==> config.mk <==
export PLATFORM = sky130hd
export DESIGN_NAME = fault_diag_ctrl
export DESIGN_NICKNAME = d
export VERILOG_FILES = /design/src/rtl/fdc_pkg.sv /design/src/rtl/fdc_chan.sv /design/src/rtl/fdc_global.sv /design/src/rtl/fdc_flag.sv /design/src/rtl/fault_diag_ctrl.sv
export SDC_FILE = /design/constraint.sdc
export NUM_CORES = 1
export LEC_CHECK = 0
export BUFFER_PORTS_ARGS = -buffer_cell sky130_fd_sc_hd__buf_4
export CAP_MARGIN = 20
export CORE_MARGIN = 5
export CORE_UTILIZATION = 56
export CTS_CLUSTER_SIZE = 30
export DETAILED_ROUTE_END_ITERATION = 10
export PLACE_DENSITY = 0.85
export SYNTH_ARGS = -nofsm -noshare
export SYNTH_HDL_FRONTEND = slang
export SYNTH_SLANG_ARGS = --single-unit
==> constraint.sdc <==
create_clock -name clk -period 3.5 [get_ports clk]
set_input_delay 0.525 -clock clk [delete_from_list [all_inputs] [get_ports clk]]
set_output_delay 0.525 -clock clk [all_outputs]
set_load 0.02 [all_outputs]
==> src/rtl/fdc_pkg.sv <==
package fdc_pkg;
  localparam int BW = 8;
  localparam int B_SVDD  = 7;
  localparam int B_SGND  = 6;
  localparam int B_ILIM  = 5;
  localparam int B_OFFS  = 3;
  localparam int B_OPEN  = 2;
  localparam int B_TWARN = 6;
  localparam int B_TSHDN = 5;
  localparam int B_OVP   = 4;
endpackage

==> src/rtl/fdc_chan.sv <==
module fdc_chan
  import fdc_pkg::*;
#(
  parameter int OL_CYCLES = 250000
) (
  input  logic          clk,
  input  logic          rst,
  input  logic          diag_en,
  input  logic          mute_eff,
  input  logic          dev_en,
  input  logic [BW-1:0] fault_in,
  input  logic [BW-1:0] mask,
  input  logic          ol_req,
  input  logic          retry,
  input  logic          clr,
  input  logic          ovp_trip,
  input  logic          ovp_raw,
  output logic [BW-1:0] status,
  output logic [BW-1:0] status_nxt,
  output logic          hiz,
  output logic          drv_on
);
  localparam int CW = $clog2(OL_CYCLES + 1);

  logic          req_q;
  logic [CW-1:0] cnt, cnt_nxt;
  logic          ol_win, ol_start;
  logic [BW-1:0] det;
  logic          hiz_nxt, short_hit, retry_ok;

  assign ol_win   = (cnt != '0);
  assign ol_start = ol_req & ~req_q & diag_en & ~ol_win;

  always_comb begin
    if (ol_start)    cnt_nxt = CW'(OL_CYCLES);
    else if (ol_win) cnt_nxt = cnt - CW'(1);
    else             cnt_nxt = '0;
  end

  always_comb begin
    det = '0;
    det[B_SVDD] = fault_in[B_SVDD] & mask[B_SVDD];
    det[B_SGND] = fault_in[B_SGND] & mask[B_SGND];
    det[B_ILIM] = fault_in[B_ILIM] & mask[B_ILIM];
    det[B_OFFS] = fault_in[B_OFFS] & mask[B_OFFS] & mute_eff;
    det[B_OPEN] = fault_in[B_OPEN] & mask[B_OPEN] & ol_win;
    det = det & {BW{diag_en}};
  end

  assign status_nxt = (clr ? '0 : status) | det;
  assign short_hit  = det[B_SVDD] | det[B_SGND];
  assign retry_ok   = retry & ~fault_in[B_SVDD] & ~fault_in[B_SGND] & ~ovp_raw;

  always_comb begin
    if (short_hit | ovp_trip) hiz_nxt = 1'b1;
    else if (retry_ok)        hiz_nxt = 1'b0;
    else                      hiz_nxt = hiz;
  end

  always_ff @(posedge clk) begin
    if (rst) begin
      req_q  <= 1'b0;
      cnt    <= '0;
      status <= '0;
      hiz    <= 1'b0;
      drv_on <= 1'b0;
    end else begin
      req_q  <= ol_req;
      cnt    <= cnt_nxt;
      status <= status_nxt;
      hiz    <= hiz_nxt;
      drv_on <= dev_en & ~hiz_nxt & (cnt_nxt == '0);
    end
  end
endmodule

==> src/rtl/fdc_global.sv <==
module fdc_global
  import fdc_pkg::*;
(
  input  logic          clk,
  input  logic          rst,
  input  logic          diag_en,
  input  logic [BW-1:0] gen_mask,
  input  logic          twarn_in,
  input  logic          tshdn_in,
  input  logic          ovp_in,
  input  logic          clr,
  output logic [BW-1:0] status,
  output logic [BW-1:0] status_nxt,
  output logic          ovp_trip
);
  logic [BW-1:0] det;

  assign ovp_trip = diag_en & ovp_in;

  always_comb begin
    det = '0;
    det[B_TWARN] = diag_en & gen_mask[B_TWARN] & twarn_in;
    det[B_TSHDN] = diag_en & gen_mask[B_TSHDN] & tshdn_in;
    det[B_OVP]   = ovp_trip;
  end

  assign status_nxt = (clr ? '0 : status) | det;

  always_ff @(posedge clk) begin
    if (rst) status <= '0;
    else     status <= status_nxt;
  end
endmodule

==> src/rtl/fdc_flag.sv <==
module fdc_flag
  import fdc_pkg::*;
#(
  parameter int NCH = 2
) (
  input  logic              clk,
  input  logic              rst,
  input  logic [NCH*BW-1:0] ch_nxt,
  input  logic [BW-1:0]     gen_nxt,
  output logic              flag_n,
  output logic              flag_sum
);
  logic any_set;
  assign any_set = (|ch_nxt) | (|gen_nxt);

  always_ff @(posedge clk) begin
    if (rst) begin
      flag_n   <= 1'b1;
      flag_sum <= 1'b0;
    end else begin
      flag_n   <= ~any_set;
      flag_sum <= any_set;
    end
  end
endmodule

==> src/rtl/fault_diag_ctrl.sv <==
module fault_diag_ctrl
  import fdc_pkg::*;
#(
  parameter int NCH       = 2,
  parameter int OL_CYCLES = 250000
) (
  input  logic              clk,
  input  logic              rst,
  input  logic              diag_en,
  input  logic              en_bit,
  input  logic              shdn_n,
  input  logic              mute_bit,
  input  logic              mute_n,
  input  logic [NCH*BW-1:0] ch_mask,
  input  logic [BW-1:0]     gen_mask,
  input  logic [NCH*BW-1:0] ch_fault_in,
  input  logic              twarn_in,
  input  logic              tshdn_in,
  input  logic              ovp_in,
  input  logic [NCH-1:0]    ol_req,
  input  logic [NCH-1:0]    retry,
  input  logic [NCH-1:0]    clr_ch,
  input  logic              clr_gen,
  output logic [NCH*BW-1:0] ch_status,
  output logic [BW-1:0]     gen_status,
  output logic [NCH-1:0]    ch_hiz,
  output logic [NCH-1:0]    ch_on,
  output logic              mute_out,
  output logic              flag_n,
  output logic              flag_sum
);
  logic              mute_eff, dev_en, ovp_trip;
  logic [NCH*BW-1:0] ch_nxt;
  logic [BW-1:0]     gen_nxt;

  assign mute_eff = mute_bit | ~mute_n;
  assign dev_en   = en_bit & shdn_n;

  always_ff @(posedge clk) begin
    if (rst) mute_out <= 1'b1;
    else     mute_out <= mute_eff;
  end

  fdc_global u_gen (
    .clk(clk), .rst(rst), .diag_en(diag_en), .gen_mask(gen_mask),
    .twarn_in(twarn_in), .tshdn_in(tshdn_in), .ovp_in(ovp_in),
    .clr(clr_gen), .status(gen_status), .status_nxt(gen_nxt),
    .ovp_trip(ovp_trip)
  );

  for (genvar c = 0; c < NCH; c++) begin : g_ch
    fdc_chan #(.OL_CYCLES(OL_CYCLES)) u_ch (
      .clk(clk), .rst(rst), .diag_en(diag_en), .mute_eff(mute_eff),
      .dev_en(dev_en),
      .fault_in(ch_fault_in[c*BW +: BW]),
      .mask(ch_mask[c*BW +: BW]),
      .ol_req(ol_req[c]), .retry(retry[c]), .clr(clr_ch[c]),
      .ovp_trip(ovp_trip), .ovp_raw(ovp_in),
      .status(ch_status[c*BW +: BW]),
      .status_nxt(ch_nxt[c*BW +: BW]),
      .hiz(ch_hiz[c]), .drv_on(ch_on[c])
    );
  end

  fdc_flag #(.NCH(NCH)) u_flag (
    .clk(clk), .rst(rst), .ch_nxt(ch_nxt), .gen_nxt(gen_nxt),
    .flag_n(flag_n), .flag_sum(flag_sum)
  );
endmodule

==> metrics.cfg <==
[clock_network]
cts_tree = built
cts_buffers = 9
cts.sinks = 69
cts-root-buf = clkbuf_8
cts_setup_buffers = 0
cts.clk_slew.worst_paths_ps = 70
htree_num_levels = 3
cts_resized = 0
clk_latency_ps = 340
holdBufCountCts = 0
cts_buffer_depth = 2

[sta]
max_freq_ghz = 0.4117
min_period_ps = 2429
clock_skew_ps = 4.326
final_max_slew_viol_count = 0
fin_tns_setup_ps = 0
relSlewSlack_pct = 59.92
final_hold_viol_count = 0
rsz0062_at_grt = no
tightest_slew_ps = 596.3
period_share_pct = 69.39
finalSetupViolCount = 0

[placed_design]
hpwl_mm = 5.740
globalplace.congestion = 0.8510
port_buffers = 69

[worst_setup_path]
required_ps = 3760
cp_cell_sequence = inv_1, ha_1, nor3b_2, and3_1, or4b_1, nand3_1, a41oi_1, nor4b_2
r2r_cells = 8
slowest_stage = or4b_1
crit_path_max_fanout = 8
r2r-start = g_ch[0].u_ch.cnt[0]
critPathKind = reg2reg
r2r_setup_slack_ps = 1070
end_kind = register
cpPeakStageDelay_ps = 520
crit_arrival_ps = 2690
startpoint_type = register
critPathLaunch = g_ch[0].u_ch.cnt[0]

[floorplanning]
initial_core_util_pct = 57.68
io_pins = 88
core_area_sq_um = 5540
die_h_microns = 85.54
die-area_sq_um = 7317
rows = 27
die_width_microns = 85.54

[cells_and_area]
multi_input_area_sq_um = 1663
final_nets = 476
seqCellArea_sq_um = 1381
fill_cells = 425
area_growth_pct = 21.38
drive_above_1_share_pct = 24.11
insertedDiodeCount = 0

[global_routing]
grt_first_pass_wirelength_mm = 12.97
grt_pass1_vias = 2767
met2_usage_pct = 35.73
use_met3_pct = 9.126
grt_max_degree = 31
overflow = 0
grt_busiest_layer = met2
use_met1_pct = 26.91
grt_usage_pct = 22.17
antenna_found_initial = 0

[detailed_routing]
drt-pass1-iter-count = 4
via_per_inst = 5.833
drc = 0
drt_iter0_drc = 201
wl_mm = 7.681
num_vias = 2864
wl_per_cell_microns = 15.64
ant_nets = 0

[yosys]
yosys_warnings = 0
synthArstFlopShare_pct = 0
synth_cell_types = 59
ys_seq_elements = 69
synth_nets = 415
netlist_area_sq_um = 3196
ys_seq_area_share_pct = 43.23
synth_area_per_cell_sq_um = 9.027
netlist_instances = 354
synth-edff-count = 0
synthFlopType = dfxtp_1

[flow_run]
max_cap_viol_count = 0

[status]
status = finished, final reports clean

[worst_hold_path]
holdPathStages = 2
hp-start = ol_req[1]
hp-class = in2reg

[power_and_ir_drop]
powerDensity_nw_per_um2 = 799.9
power.leakage_nw = 1.638
total_power_w = 0.003102
vdd_ir_drop_max_mv = 0.3761

-- flip-flops by register name, indices dropped and copies added, names as in the netlist --
name and count:
g_ch.u_ch.req_q 2, u_flag.flag_sum 1, u_gen.status 8, g_ch.u_ch.cnt 36
g_ch.u_ch.status 16, g_ch.u_ch.drv_on 2, mute_out 1, g_ch.u_ch.hiz 2
u_flag.flag_n 1
-- logic make-up after synthesis --
logic type      count (synthesis)  share of synthesized area, %
flops                          69                         43.23
fa+ha+maj                       4                         1.566
simple gates                  166                         30.74
xor+xnor                       23                         6.304
buf+inv                        29                         4.738
compound gates                 63                         13.43
-- per-stage QoR --
| step | area [sq um] | worst slack, ps | hold slack (ps) | util, % | cells |
|---|---|---|---|---|---|
| after detailed placement | 3690 | 1104 | 472.2 | 66.60 | 476 |
| after global placement | 3690 | 1135 | 466.6 | 66.60 | 476 |
| after global routing | 3879 | 874.7 | 405.4 | 70.01 | 491 |
| after floorplan | 3196 | 1280 | 451.3 | - | 354 |
| final | 3879 | 1071 | 412.3 | 70.01 | 491 |
| after CTS | 3879 | 1083 | 402.1 | 70.01 | 491 |
-- metal layers --
layer  vias to the layer above  part of all wire, %
met4                         0                  2.0
met5                         -                    0
li1                       1390                    -
met2                       114                   47
met1                      1345                   42
met3                        15                  8.8
-- placed cells by master (no fill, tap or decap), drive strengths merged, types with 5 or more instances in the layout --
master / netlist / routed
dfxtp: 69 / 69
inv: 10 / 10
nor4: 11 / 11
nor2: 49 / 49
nor3b: 5 / 5
nand2: 19 / 19
clkbuf: 7 / 9
xor2: 12 / 12
a32oi: 6 / 6
o21ai: 5 / 5
nand3: 11 / 11
buf: 12 / 69
nor3: 10 / 10
and2: 13 / 13
xnor2: 11 / 11
or4: 5 / 5
nand4: 9 / 9
a21oi: 22 / 22
-- worst paths after layout --
check / endpoint
setup / recovery: g_ch[0].u_ch.drv_on
hold / removal: g_ch[1].u_ch.req_q
setup reg to reg: g_ch[0].u_ch.drv_on
hold reg to reg: g_ch[0].u_ch.status[3]
-- final cells by class --
type                       count  share of cell area [%]
clock buffer                   9                   3.194
clock inverter                 6                   1.677
inverter                      10                  0.9677
multi-input combinational    256                   42.87
sequential                    69                   35.61
tap                           72                   2.323
timing repair buffer          69                   13.35
-- Yosys cell counts (all sizes together) (3+ instances only) --
cell type | instances | share of area [%]
dfxtp | 69 | 43
nor2b | 4 | 0.78
nand3 | 11 | 1.9
o21ai | 5 | 0.78
nand4b | 4 | 1.6
nor2 | 49 | 5.8
or4 | 5 | 1.2
and2 | 13 | 2.5
a31oi | 4 | 0.78
xnor2 | 11 | 3.0
a32oi | 6 | 1.6
clkbuf | 7 | 0.82
a22oi | 3 | 0.70
inv | 10 | 1.2
nor3 | 10 | 1.6
ha | 4 | 1.6
nand2b | 4 | 0.78
or3 | 3 | 0.59
or2 | 4 | 0.78
or4b | 4 | 1.3
buf | 12 | 2.7
a21oi | 22 | 3.4
nor4 | 11 | 3.5
nand2 | 19 | 2.2
nand3b | 3 | 0.70
nand4 | 9 | 1.8
nor3b | 5 | 1.6
xor2 | 12 | 3.3
-- critical path, delay by kind of cell (launching register included) --
kind                       cells  cell delay (ps)
adders and majority gates      1              260
buffers and inverters          1              110
and+or+nand+nor                5             1340
DFF                            1              500
AOI/OAI and AO/OA              1              140
-- where the power goes --
group	switching [W]	internal, W	leakage (nW)
logic	0.000726	0.000574	0.978
registers	0.000223	0.000953	0.565
clock network	0.000302	0.000325	0.0950
total	0.00125	0.00185	1.64
No activity file was read; power rests on OpenSTA's default activity.
